===== config.mk =====
export PLATFORM = sky130hd
export DESIGN_NAME = lp_mode_seq
export DESIGN_NICKNAME = d
export VERILOG_FILES = /design/src/rtl/lp_seq_pkg.sv /design/src/rtl/lp_wake_qual.sv /design/src/rtl/lp_osc_wait.sv /design/src/rtl/lp_backup_rf.sv /design/src/rtl/lp_mode_seq.sv
export SDC_FILE = /design/constraint.sdc
export NUM_CORES = 1
export LEC_CHECK = 0
export ABC_AREA = 0
export BUFFER_PORTS_ARGS = -buffer_cell sky130_fd_sc_hd__buf_4
export CELL_PAD_IN_SITES_DETAIL_PLACEMENT = 0
export CELL_PAD_IN_SITES_GLOBAL_PLACEMENT = 1
export CORE_UTILIZATION = 44
export CTS_CLUSTER_SIZE = 14
export DETAILED_ROUTE_END_ITERATION = 10
export GPL_TIMING_DRIVEN = 0
export PLACE_DENSITY_LB_ADDON = 0.05
export SKIP_CTS_REPAIR_TIMING = 1
export SLEW_MARGIN = 20
export SYNTH_ARGS = -nofsm -noshare
export SYNTH_HDL_FRONTEND = slang
export SYNTH_SLANG_ARGS = --single-unit

===== constraint.sdc =====
create_clock -name clk_i -period 3.15 [get_ports clk_i]
set_input_delay 0.1575 -clock clk_i [delete_from_list [all_inputs] [get_ports clk_i]]
set_output_delay 0.1575 -clock clk_i [all_outputs]
set_load 0.02 [all_outputs]

===== src/rtl/lp_seq_pkg.sv =====
package lp_seq_pkg;
  localparam int unsigned NSRC = 6;
  localparam int unsigned CW   = NSRC + 3;

  typedef enum logic [1:0] {
    LPM_NONE  = 2'b00,
    LPM_SLEEP = 2'b01,
    LPM_STOP  = 2'b10,
    LPM_STBY  = 2'b11
  } lpm_e;

  typedef enum logic [2:0] {
    ST_ACT, ST_SLP, ST_STOP, ST_OSCW, ST_STBY, ST_UPRAM, ST_UPPER, ST_UPCORE
  } st_e;

  // sources accepted per mode; bit 0 wake pin, 1 rtc, 2 timer, 3 cmp, 4 pin, 5 serial
  localparam logic [NSRC-1:0] MASK_SLEEP = 6'b111111;
  localparam logic [NSRC-1:0] MASK_STOP  = 6'b011111;
  localparam logic [NSRC-1:0] MASK_STBY  = 6'b000011;

  function automatic logic [NSRC-1:0] accept_mask(lpm_e m);
    unique case (m)
      LPM_SLEEP: return MASK_SLEEP;
      LPM_STOP:  return MASK_STOP;
      LPM_STBY:  return MASK_STBY;
      default:   return '0;
    endcase
  endfunction
endpackage


===== src/rtl/lp_wake_qual.sv =====
module lp_wake_qual
  import lp_seq_pkg::*;
(
  input  logic [NSRC-1:0] evt_i,
  input  logic [NSRC-1:0] en_i,
  input  lpm_e            mode_i,
  output logic            hit_o,
  output logic [NSRC-1:0] first_o
);
  logic [NSRC-1:0] qual;
  logic [NSRC-1:0] mask;

  assign mask    = accept_mask(mode_i);
  assign qual    = evt_i & en_i & mask;
  assign hit_o   = |qual;
  assign first_o = qual & (~qual + {{(NSRC-1){1'b0}}, 1'b1});
endmodule


===== src/rtl/lp_osc_wait.sv =====
module lp_osc_wait #(
  parameter int unsigned TO_W = 8
) (
  input  logic            clk_i,
  input  logic            rst_ni,
  input  logic            active_i,
  input  logic            ready_i,
  input  logic [TO_W-1:0] limit_i,
  output logic            done_o,
  output logic            timeout_o
);
  logic [TO_W-1:0] cnt_q;
  logic [TO_W:0]   cnt_p1;
  logic            expired;

  assign cnt_p1  = {1'b0, cnt_q} + {{TO_W{1'b0}}, 1'b1};
  assign expired = cnt_p1 >= {1'b0, limit_i};

  always_ff @(posedge clk_i or negedge rst_ni) begin
    if (!rst_ni)        cnt_q <= '0;
    else if (!active_i) cnt_q <= '0;
    else if (!expired)  cnt_q <= cnt_p1[TO_W-1:0];
  end

  assign done_o    = active_i && (ready_i || expired);
  assign timeout_o = active_i && !ready_i && expired;
endmodule


===== src/rtl/lp_backup_rf.sv =====
module lp_backup_rf #(
  parameter int unsigned DEPTH = 8,
  parameter int unsigned DW    = 16,
  localparam int unsigned AW   = $clog2(DEPTH)
) (
  input  logic          clk_i,
  input  logic          rst_ni,
  input  logic          we_i,
  input  logic [AW-1:0] addr_i,
  input  logic [DW-1:0] wdata_i,
  output logic [DW-1:0] rdata_o
);
  logic [DW-1:0] mem_q [DEPTH];

  for (genvar g = 0; g < DEPTH; g++) begin : g_word
    always_ff @(posedge clk_i or negedge rst_ni) begin
      if (!rst_ni)                                 mem_q[g] <= '0;
      else if (we_i && (addr_i == AW'(g)))         mem_q[g] <= wdata_i;
    end
  end

  assign rdata_o = mem_q[addr_i];
endmodule


===== src/rtl/lp_mode_seq.sv =====
module lp_mode_seq
  import lp_seq_pkg::*;
#(
  parameter int unsigned TO_W      = 8,
  parameter int unsigned BKP_DEPTH = 8,
  parameter int unsigned BKP_W     = 16,
  localparam int unsigned BKP_AW   = $clog2(BKP_DEPTH)
) (
  input  logic              clk_i,
  input  logic              rst_ni,
  input  logic              sleep_req_i,
  input  logic [1:0]        mode_i,
  input  logic [NSRC-1:0]   wake_evt_i,
  input  logic [NSRC-1:0]   wake_en_i,
  input  logic              osc_ready_i,
  input  logic [TO_W-1:0]   osc_limit_i,
  input  logic              cause_clr_we_i,
  input  logic [CW-1:0]     cause_clr_i,
  input  logic              bkp_we_i,
  input  logic [BKP_AW-1:0] bkp_addr_i,
  input  logic [BKP_W-1:0]  bkp_wdata_i,
  output logic [BKP_W-1:0]  bkp_rdata_o,
  output logic              core_clk_en_o,
  output logic              periph_clk_en_o,
  output logic              osc_en_o,
  output logic              pwr_core_o,
  output logic              pwr_periph_o,
  output logic              pwr_ram_o,
  output logic              rst_req_o,
  output logic [CW-1:0]     wake_cause_o
);
  st_e             st_q, st_d;
  lpm_e            qmode;
  logic            hit;
  logic [NSRC-1:0] first;
  logic            osc_done, osc_to;
  logic            take;
  logic [CW-1:0]   cause_q, cause_d;

  always_comb begin
    unique case (st_q)
      ST_ACT:  qmode = lpm_e'(mode_i);
      ST_SLP:  qmode = LPM_SLEEP;
      ST_STOP: qmode = LPM_STOP;
      ST_STBY: qmode = LPM_STBY;
      default: qmode = LPM_NONE;
    endcase
  end

  lp_wake_qual u_qual (
    .evt_i   (wake_evt_i),
    .en_i    (wake_en_i),
    .mode_i  (qmode),
    .hit_o   (hit),
    .first_o (first)
  );

  lp_osc_wait #(.TO_W(TO_W)) u_osc (
    .clk_i     (clk_i),
    .rst_ni    (rst_ni),
    .active_i  (st_q == ST_OSCW),
    .ready_i   (osc_ready_i),
    .limit_i   (osc_limit_i),
    .done_o    (osc_done),
    .timeout_o (osc_to)
  );

  lp_backup_rf #(.DEPTH(BKP_DEPTH), .DW(BKP_W)) u_bkp (
    .clk_i   (clk_i),
    .rst_ni  (rst_ni),
    .we_i    (bkp_we_i),
    .addr_i  (bkp_addr_i),
    .wdata_i (bkp_wdata_i),
    .rdata_o (bkp_rdata_o)
  );

  always_comb begin
    st_d = st_q;
    unique case (st_q)
      ST_ACT: begin
        // entry refused while a qualified event is pending
        if (sleep_req_i && !hit) begin
          unique case (lpm_e'(mode_i))
            LPM_SLEEP: st_d = ST_SLP;
            LPM_STOP:  st_d = ST_STOP;
            LPM_STBY:  st_d = ST_STBY;
            default:   st_d = ST_ACT;
          endcase
        end
      end
      ST_SLP:    if (hit) st_d = ST_ACT;
      ST_STOP:   if (hit) st_d = ST_OSCW;
      ST_OSCW:   if (osc_done) st_d = ST_ACT;
      ST_STBY:   if (hit) st_d = ST_UPRAM;
      ST_UPRAM:  st_d = ST_UPPER;
      ST_UPPER:  st_d = ST_UPCORE;
      ST_UPCORE: st_d = ST_ACT;
      default:   st_d = ST_ACT;
    endcase
  end

  assign take = hit && (st_q == ST_SLP || st_q == ST_STOP || st_q == ST_STBY);

  always_comb begin
    cause_d = cause_q;
    if (cause_clr_we_i) cause_d = cause_d & ~cause_clr_i;
    if (take) begin
      cause_d[NSRC-1:0]    = first;
      cause_d[NSRC+1:NSRC] = qmode;
    end
    if (osc_to) cause_d[NSRC+2] = 1'b1;
  end

  always_ff @(posedge clk_i or negedge rst_ni) begin
    if (!rst_ni) begin
      st_q    <= ST_ACT;
      cause_q <= '0;
    end else begin
      st_q    <= st_d;
      cause_q <= cause_d;
    end
  end

  assign core_clk_en_o   = (st_q == ST_ACT);
  assign periph_clk_en_o = (st_q == ST_ACT) || (st_q == ST_SLP);
  assign osc_en_o        = !(st_q == ST_STOP || st_q == ST_STBY);
  assign pwr_ram_o       = (st_q != ST_STBY);
  assign pwr_periph_o    = !(st_q == ST_STBY || st_q == ST_UPRAM);
  assign pwr_core_o      = !(st_q == ST_STBY || st_q == ST_UPRAM || st_q == ST_UPPER);
  assign rst_req_o       = (st_q == ST_STBY) || (st_q == ST_UPRAM) ||
                           (st_q == ST_UPPER) || (st_q == ST_UPCORE);
  assign wake_cause_o    = cause_q;
endmodule


==> results_dict.tcl, run 1 <==
set metrics [dict create \
    grt_first_pass_wirelength_mm 25.3 \
    synth.avg_cell_area_um2 14.2 \
    synthArstFlopShare 1.00 \
    synthAdderAreaFrac 0.0191 \
    layout.nets 685 \
    num_io_pins 88 \
    drv_cap 0 \
    firstDrtPassIters 4 \
    final_max_slew_viol_count 0 \
    die_w_um 130 \
    holdWs_ps 1.98 \
    grt.met1_usage 0.272 \
    required_ps 3460 \
    viasPerCell 5.33 \
    drc 0 \
    hold_viol_final 0 \
    synth_top_flop_cell "dfrtp_1" \
    grt_max_degree 86 \
    post-route-min-period_ps 3040 \
    worst_pin_slew_ps 801 \
    vias 4516 \
    portBuffers 84 \
    cts_tree "done" \
    clockBufferDepth 2 \
    p_leak_uw 0.00391 \
    initial_utilization 0.452 \
    synth_xor_area_frac 0.00850 \
    timing_worst_setup_path_type "reg2reg" \
    max-slew-margin-rel 0.464 \
    grt_use_met2 0.334 \
    die_h_um 130 \
    synth-edff-count 0 \
    fin_tns_setup_ps 0 \
    fmax_mhz 329 \
    final_cell_mix "dfrtp_1, mux2_2, buf_4, mux4_2, nand2_1" \
    netlist_area_um2 7210 \
    place.gp.congestion 0.753 \
    die-area_um2 16900 \
    finalWirelength_mm 15.9 \
    ys_seq_area_frac 0.514 \
    synth_compound_area_frac 0.0451 \
    period_share 0.964 \
    reg2reg_from "u_osc.cnt_q[0]" \
    htree_levels 4 \
    diodes 0 \
    synth.distinct_cells 47 \
    final_common_cell "dfrtp_1" \
    synth_cells 506 \
    peakVddDrop_v 0.000432 \
    ys_ff_latch 148 \
    grtUsageTotal 0.205 \
    pwr_density_cell_nw_per_um2 703 \
    grt_overflow 0 \
    clock_sinks 148 \
    path_max_fanout 10 \
    cts_root_buf "clkbuf_16" \
    fillers 1377 \
    drtIter0Drc 200 \
    grtUsageMet3 0.0463 \
    critPathLaunchType "register" \
    drive_gt1_frac 0.545 \
    coreArea_um2 15900 \
    setup_viol 0 \
    busiest_layer "met2" \
    min_path_type "in2reg" \
    synth_top_family_by_area "multiplexers" \
    dpl.hpwl_mm 10.4 \
    grt_pass1_vias 4718 \
    yosys_warnings 0 \
    critPathCapture "u_osc.cnt_q[1]" \
    post_drt_wl_per_cell_um 18.8 \
    synth_nets 573 \
    clk_latency_ps 420 \
    reg2reg_slack_ps 110 \
    rows 46 \
    reg2reg_depth 12 \
    ant_nets 0 \
    synthSimpleGateAreaFrac 0.0580 \
    cp-end-kind "register" \
    syn_to_final_growth_pct 22.8 \
    status "completed" \
    grt_antenna_before_repair 0 \
    cts_inserted_buffers 17 \
    critical_path_arrival_ps 3340 \
    muxShareOfSynthArea 0.328 \
    regToRegEndpoint "u_osc.cnt_q[1]" \
    skew_ps 3.49 \
    clk_pin_slew_ps 60 \
    crit_path_start "u_osc.cnt_q[0]" \
]
cells in the mapped netlist, drive strengths merged, types with 2 or more instances:
cell,instances,share of area
inv,12,0.0062
buf,24,0.019
ha,11,0.019
nand2b,4,0.0035
and3,8,0.0069
xor2,3,0.0036
nor2,11,0.0057
o31ai,5,0.0052
o21ai,7,0.0049
nand2,20,0.010
nand4,3,0.0026
a211oi,2,0.0038
mux4,32,0.10
or2,2,0.0017
a21oi,13,0.0090
nor3b,2,0.0035
a31o,3,0.0036
nand4b,3,0.0045
nor2b,3,0.0026
a21o,5,0.0052
nor3,4,0.0042
clkbuf,4,0.0023
xnor2,4,0.0049
mux2,145,0.23
nand3,13,0.0090
dfrtp,148,0.51
a22oi,4,0.0042
critical path, stage by stage, from the launching register on:
cell and delay, ps:
dfrtp_2 450, and3_4 200, and3_4 190, and3_4 200, xor2_2 140, ha_1 280
and3_1 190, a221o_1 350, a211oi_4 370, buf_4 190, buf_8 130, mux2i_1 180
nor2_1 50
metal layers:
layer  share of wire  up-vias
met5               0        -
met4           0.012        0
met3           0.030       16
met2            0.50       77
met1            0.46     2319
li1                -     2104
registers in the layout (all words and copies together) (netlist names):
name          flops
u_bkp.mem_q     128
wake_cause_o      9
u_osc.cnt_q       8
st_q              3
how the worst min path moves through the flow:
stage / from / endpoint / slack [ps] / cells after the start
after floorplan: rst_ni / st_q[0] / -140 / 0
after global placement: osc_ready_i / wake_cause_o[8] / 350 / 2
after detailed placement: rst_ni / u_bkp.mem_q[120] / 140 / 1
after CTS: rst_ni / u_bkp.mem_q[120] / -330 / 1
after global routing: wake_en_i[4] / wake_cause_o[4] / 7 / 3
final: cause_clr_i[8] / wake_cause_o[8] / 2 / 4
cells by family (layout without fill, tap and decap cells):
logic type / Yosys count / count (layout)
flip-flops: 148 / 148
AND/OR/NAND/NOR: 76 / 76
adder cells (fa/ha/maj): 11 / 11
multiplexers: 178 / 178
XOR/XNOR: 7 / 7
AO/OA/AOI/OAI: 46 / 46
buffers and inverters: 40 / 165
power breakdown:
part	total [uW]	internal [uW]	switching, uW
clock	2000	1130	867
combinational	1700	898	801
sequential	2530	2320	205
per-stage QoR:
stage                     setup slack (ps)  area (um^2)  total power (uW)  cells   util
after floorplan                        225         7210              3650    506      -
after global placement                -110         8110              4180    806  0.509
after detailed placement             -82.3         8150              4240    807  0.511
after CTS                            -96.0         8730              6250    839  0.547
after global routing                 -25.6         8850              6560    847  0.555
final                                  114         8850              6220    847  0.555
final cells by class:
cell class                 instances  area [um^2]  area share
sequential                       148         3710       0.419
clock inverter                    14          143      0.0161
clock buffer                      18          439      0.0496
inverter                          12         45.0     0.00509
tap                              216          270      0.0305
multi-input combinational        318         3360       0.379
buffer                            28          159      0.0180
timing repair buffer              93          733      0.0828
Power figures use the tool's default switching activity.
==> run 2: changes to the inputs <==
--- a/config.mk
+++ b/config.mk
@@ -9,10 +9,11 @@
 export BUFFER_PORTS_ARGS = -buffer_cell sky130_fd_sc_hd__buf_4
 export CELL_PAD_IN_SITES_DETAIL_PLACEMENT = 0
 export CELL_PAD_IN_SITES_GLOBAL_PLACEMENT = 1
-export CORE_UTILIZATION = 44
+export CORE_UTILIZATION = 48
 export CTS_CLUSTER_SIZE = 14
 export DETAILED_ROUTE_END_ITERATION = 10
 export GPL_TIMING_DRIVEN = 0
+export HOLD_SLACK_MARGIN = 0.12
 export PLACE_DENSITY_LB_ADDON = 0.05
 export SKIP_CTS_REPAIR_TIMING = 1
 export SLEW_MARGIN = 20
==> constraint.sdc (replaced) <==
create_clock -name clk_i -period 2.8 [get_ports clk_i]
set_input_delay 0.14 -clock clk_i [delete_from_list [all_inputs] [get_ports clk_i]]
set_output_delay 0.14 -clock clk_i [all_outputs]
set_load 0.02 [all_outputs]
==> run 2 against run 1 <==
The run now ends with setup timing left. Sequential cell count did not move. Worst setup slack worse by 200 ps. Global-route usage grew 0.68 points. Highest routed layer unchanged. Clock power up 15%.
==> results_dict.tcl, run 2 (same netlist as run 1, synthesis figures left out) <==
set metrics [dict create \
    slowest_stage "dfrtp_1" \
    layout.nets 727 \
    final_cells 857 \
    drc 0 \
    clockBufferDepth 2 \
    ant_nets 0 \
    path_max_fanout 5 \
    fmax_mhz 346 \
    cts_root_buf "clkbuf_16" \
    totalPowerFinal_uw 7150 \
    hold_viol_final 0 \
    htree_levels 4 \
    post-route-min-period_ps 2890 \
    final_common_cell "dfrtp_1" \
    diodes 0 \
    portBuffers 84 \
    viasPerCell 5.55 \
    clock_sinks 148 \
    cpMostUsedCell "and3_4" \
    coreArea_um2 14600 \
    critical_path_arrival_ps 3190 \
    period_share 1.03 \
    status "complete, but fails checks" \
    die_w_um 125 \
    dpl.hpwl_mm 10.2 \
    rows 44 \
    die-area_um2 15500 \
    max-slew-margin-rel 0.408 \
    num_io_pins 88 \
    drv_cap 0 \
    final_cell_mix "dfrtp_1, mux2_2, buf_4, dlygate4sd3_1, mux4_2" \
    max_stage_delay_ps 410 \
    firstDrtPassIters 4 \
    clk_latency_ps 420 \
    clk_pin_slew_ps 60 \
    grt_max_degree 103 \
    utilization 0.636 \
    place.gp.congestion 0.795 \
    finalWirelength_mm 15.7 \
    cts_tree "done" \
    fin_tns_setup_ps -224 \
    grt_first_pass_wirelength_mm 25.1 \
    cts_inserted_buffers 17 \
    skew_ps 4.15 \
    grt_setup_unrepaired "true" \
    pwr_density_cell_nw_per_um2 771 \
    top_register "u_bkp.mem_q" \
    crit_chain "and3_4 > and3_4 > and3_4 > xor2_2 > ha_1 > and3_4 > a221o_1 > a211oi_4 > a22o_1 > mux2_4" \
    worst_pin_slew_ps 883 \
    setup_viol 4 \
    grtUsageTotal 0.212 \
    min_path_type "in2reg" \
    violations "setup timing" \
    p_leak_uw 0.00410 \
    place_ws_ps -442 \
    dpl.cell_count 775 \
    initial_utilization 0.494 \
    final_max_slew_viol_count 0 \
    timing_worst_setup_path_type "reg2reg" \
    grt_overflow 0 \
    die_h_um 125 \
    syn_to_final_growth_pct 28.7 \
    grt_antenna_before_repair 0 \
    peakVddDrop_v 0.000473 \
    required_ps 3100 \
    vias 4759 \
    critPathLaunchType "register" \
    crit_buf_inv 0 \
    worst_slack_ps -91.4 \
    grt_pass1_vias 4781 \
    post_drt_wl_per_cell_um 18.3 \
    drtIter0Drc 189 \
    cp-end-kind "register" \
    crit_family "compound AO/OA/AOI/OAI gates" \
    drive_gt1_frac 0.529 \
    largest_register_ffs 128 \
]
[run 2: cell type report]
cell class / instances / area, um^2
tap: 184 / 230
clock inverter: 9 / 126
timing repair buffer: 135 / 1140
buffer: 28 / 159
fill: 1159 / 5310
multi-input combinational: 318 / 3390
sequential: 148 / 3710
clock buffer: 23 / 478
inverter: 12 / 45.0
[run 2: worst paths after layout]
kind                                  from              end  slack [ps]  cells past startpoint
setup / recovery            u_osc.cnt_q[1]          st_q[0]         -90                     10
hold / removal                 sleep_req_i          st_q[2]         110                      4
setup reg to reg            u_osc.cnt_q[1]          st_q[0]         -90                     10
hold reg to reg            u_bkp.mem_q[16]  u_bkp.mem_q[16]         500                      1
max in group asynchronous           rst_ni   u_osc.cnt_q[0]        1750                      3
min in group asynchronous           rst_ni  u_bkp.mem_q[56]         210                      2
[run 2: power by group]
group | internal [uW] | switching (uW)
Clock | 1470 | 841
Combinational | 1080 | 912
Sequential | 2610 | 233
Total | 5160 | 1990
[run 2: per-layer routing]
layer	part of all wire	vias to the layer above	GRT usage
li1	-	2201	-
met1	0.45	2444	0.287
met2	0.50	96	0.337
met3	0.034	18	0.0528
met4	0.013	0	0.0638
met5	0	-	0
[run 2: worst reg2reg max path, cell delays in order, from the launching register on]
cell      delay, ps
dfrtp_1         410
and3_4          210
and3_4          180
and3_4          210
xor2_2          170
ha_1            270
and3_4          160
a221o_1         340
a211oi_4        280
a22o_1          240
mux2_4          300
[run 2: per-stage QoR]
| step | area, um^2 | hold slack [ps] |
|---|---|---|
| 2_1_floorplan | 7250 | -156 |
| 3_3_place_gp | 8110 | 340 |
| 3_5_place_dp | 8150 | 73.3 |
| 4_1_cts | 8750 | -374 |
| 5_1_grt | 9280 | 134 |
| 6_report | 9280 | 112 |
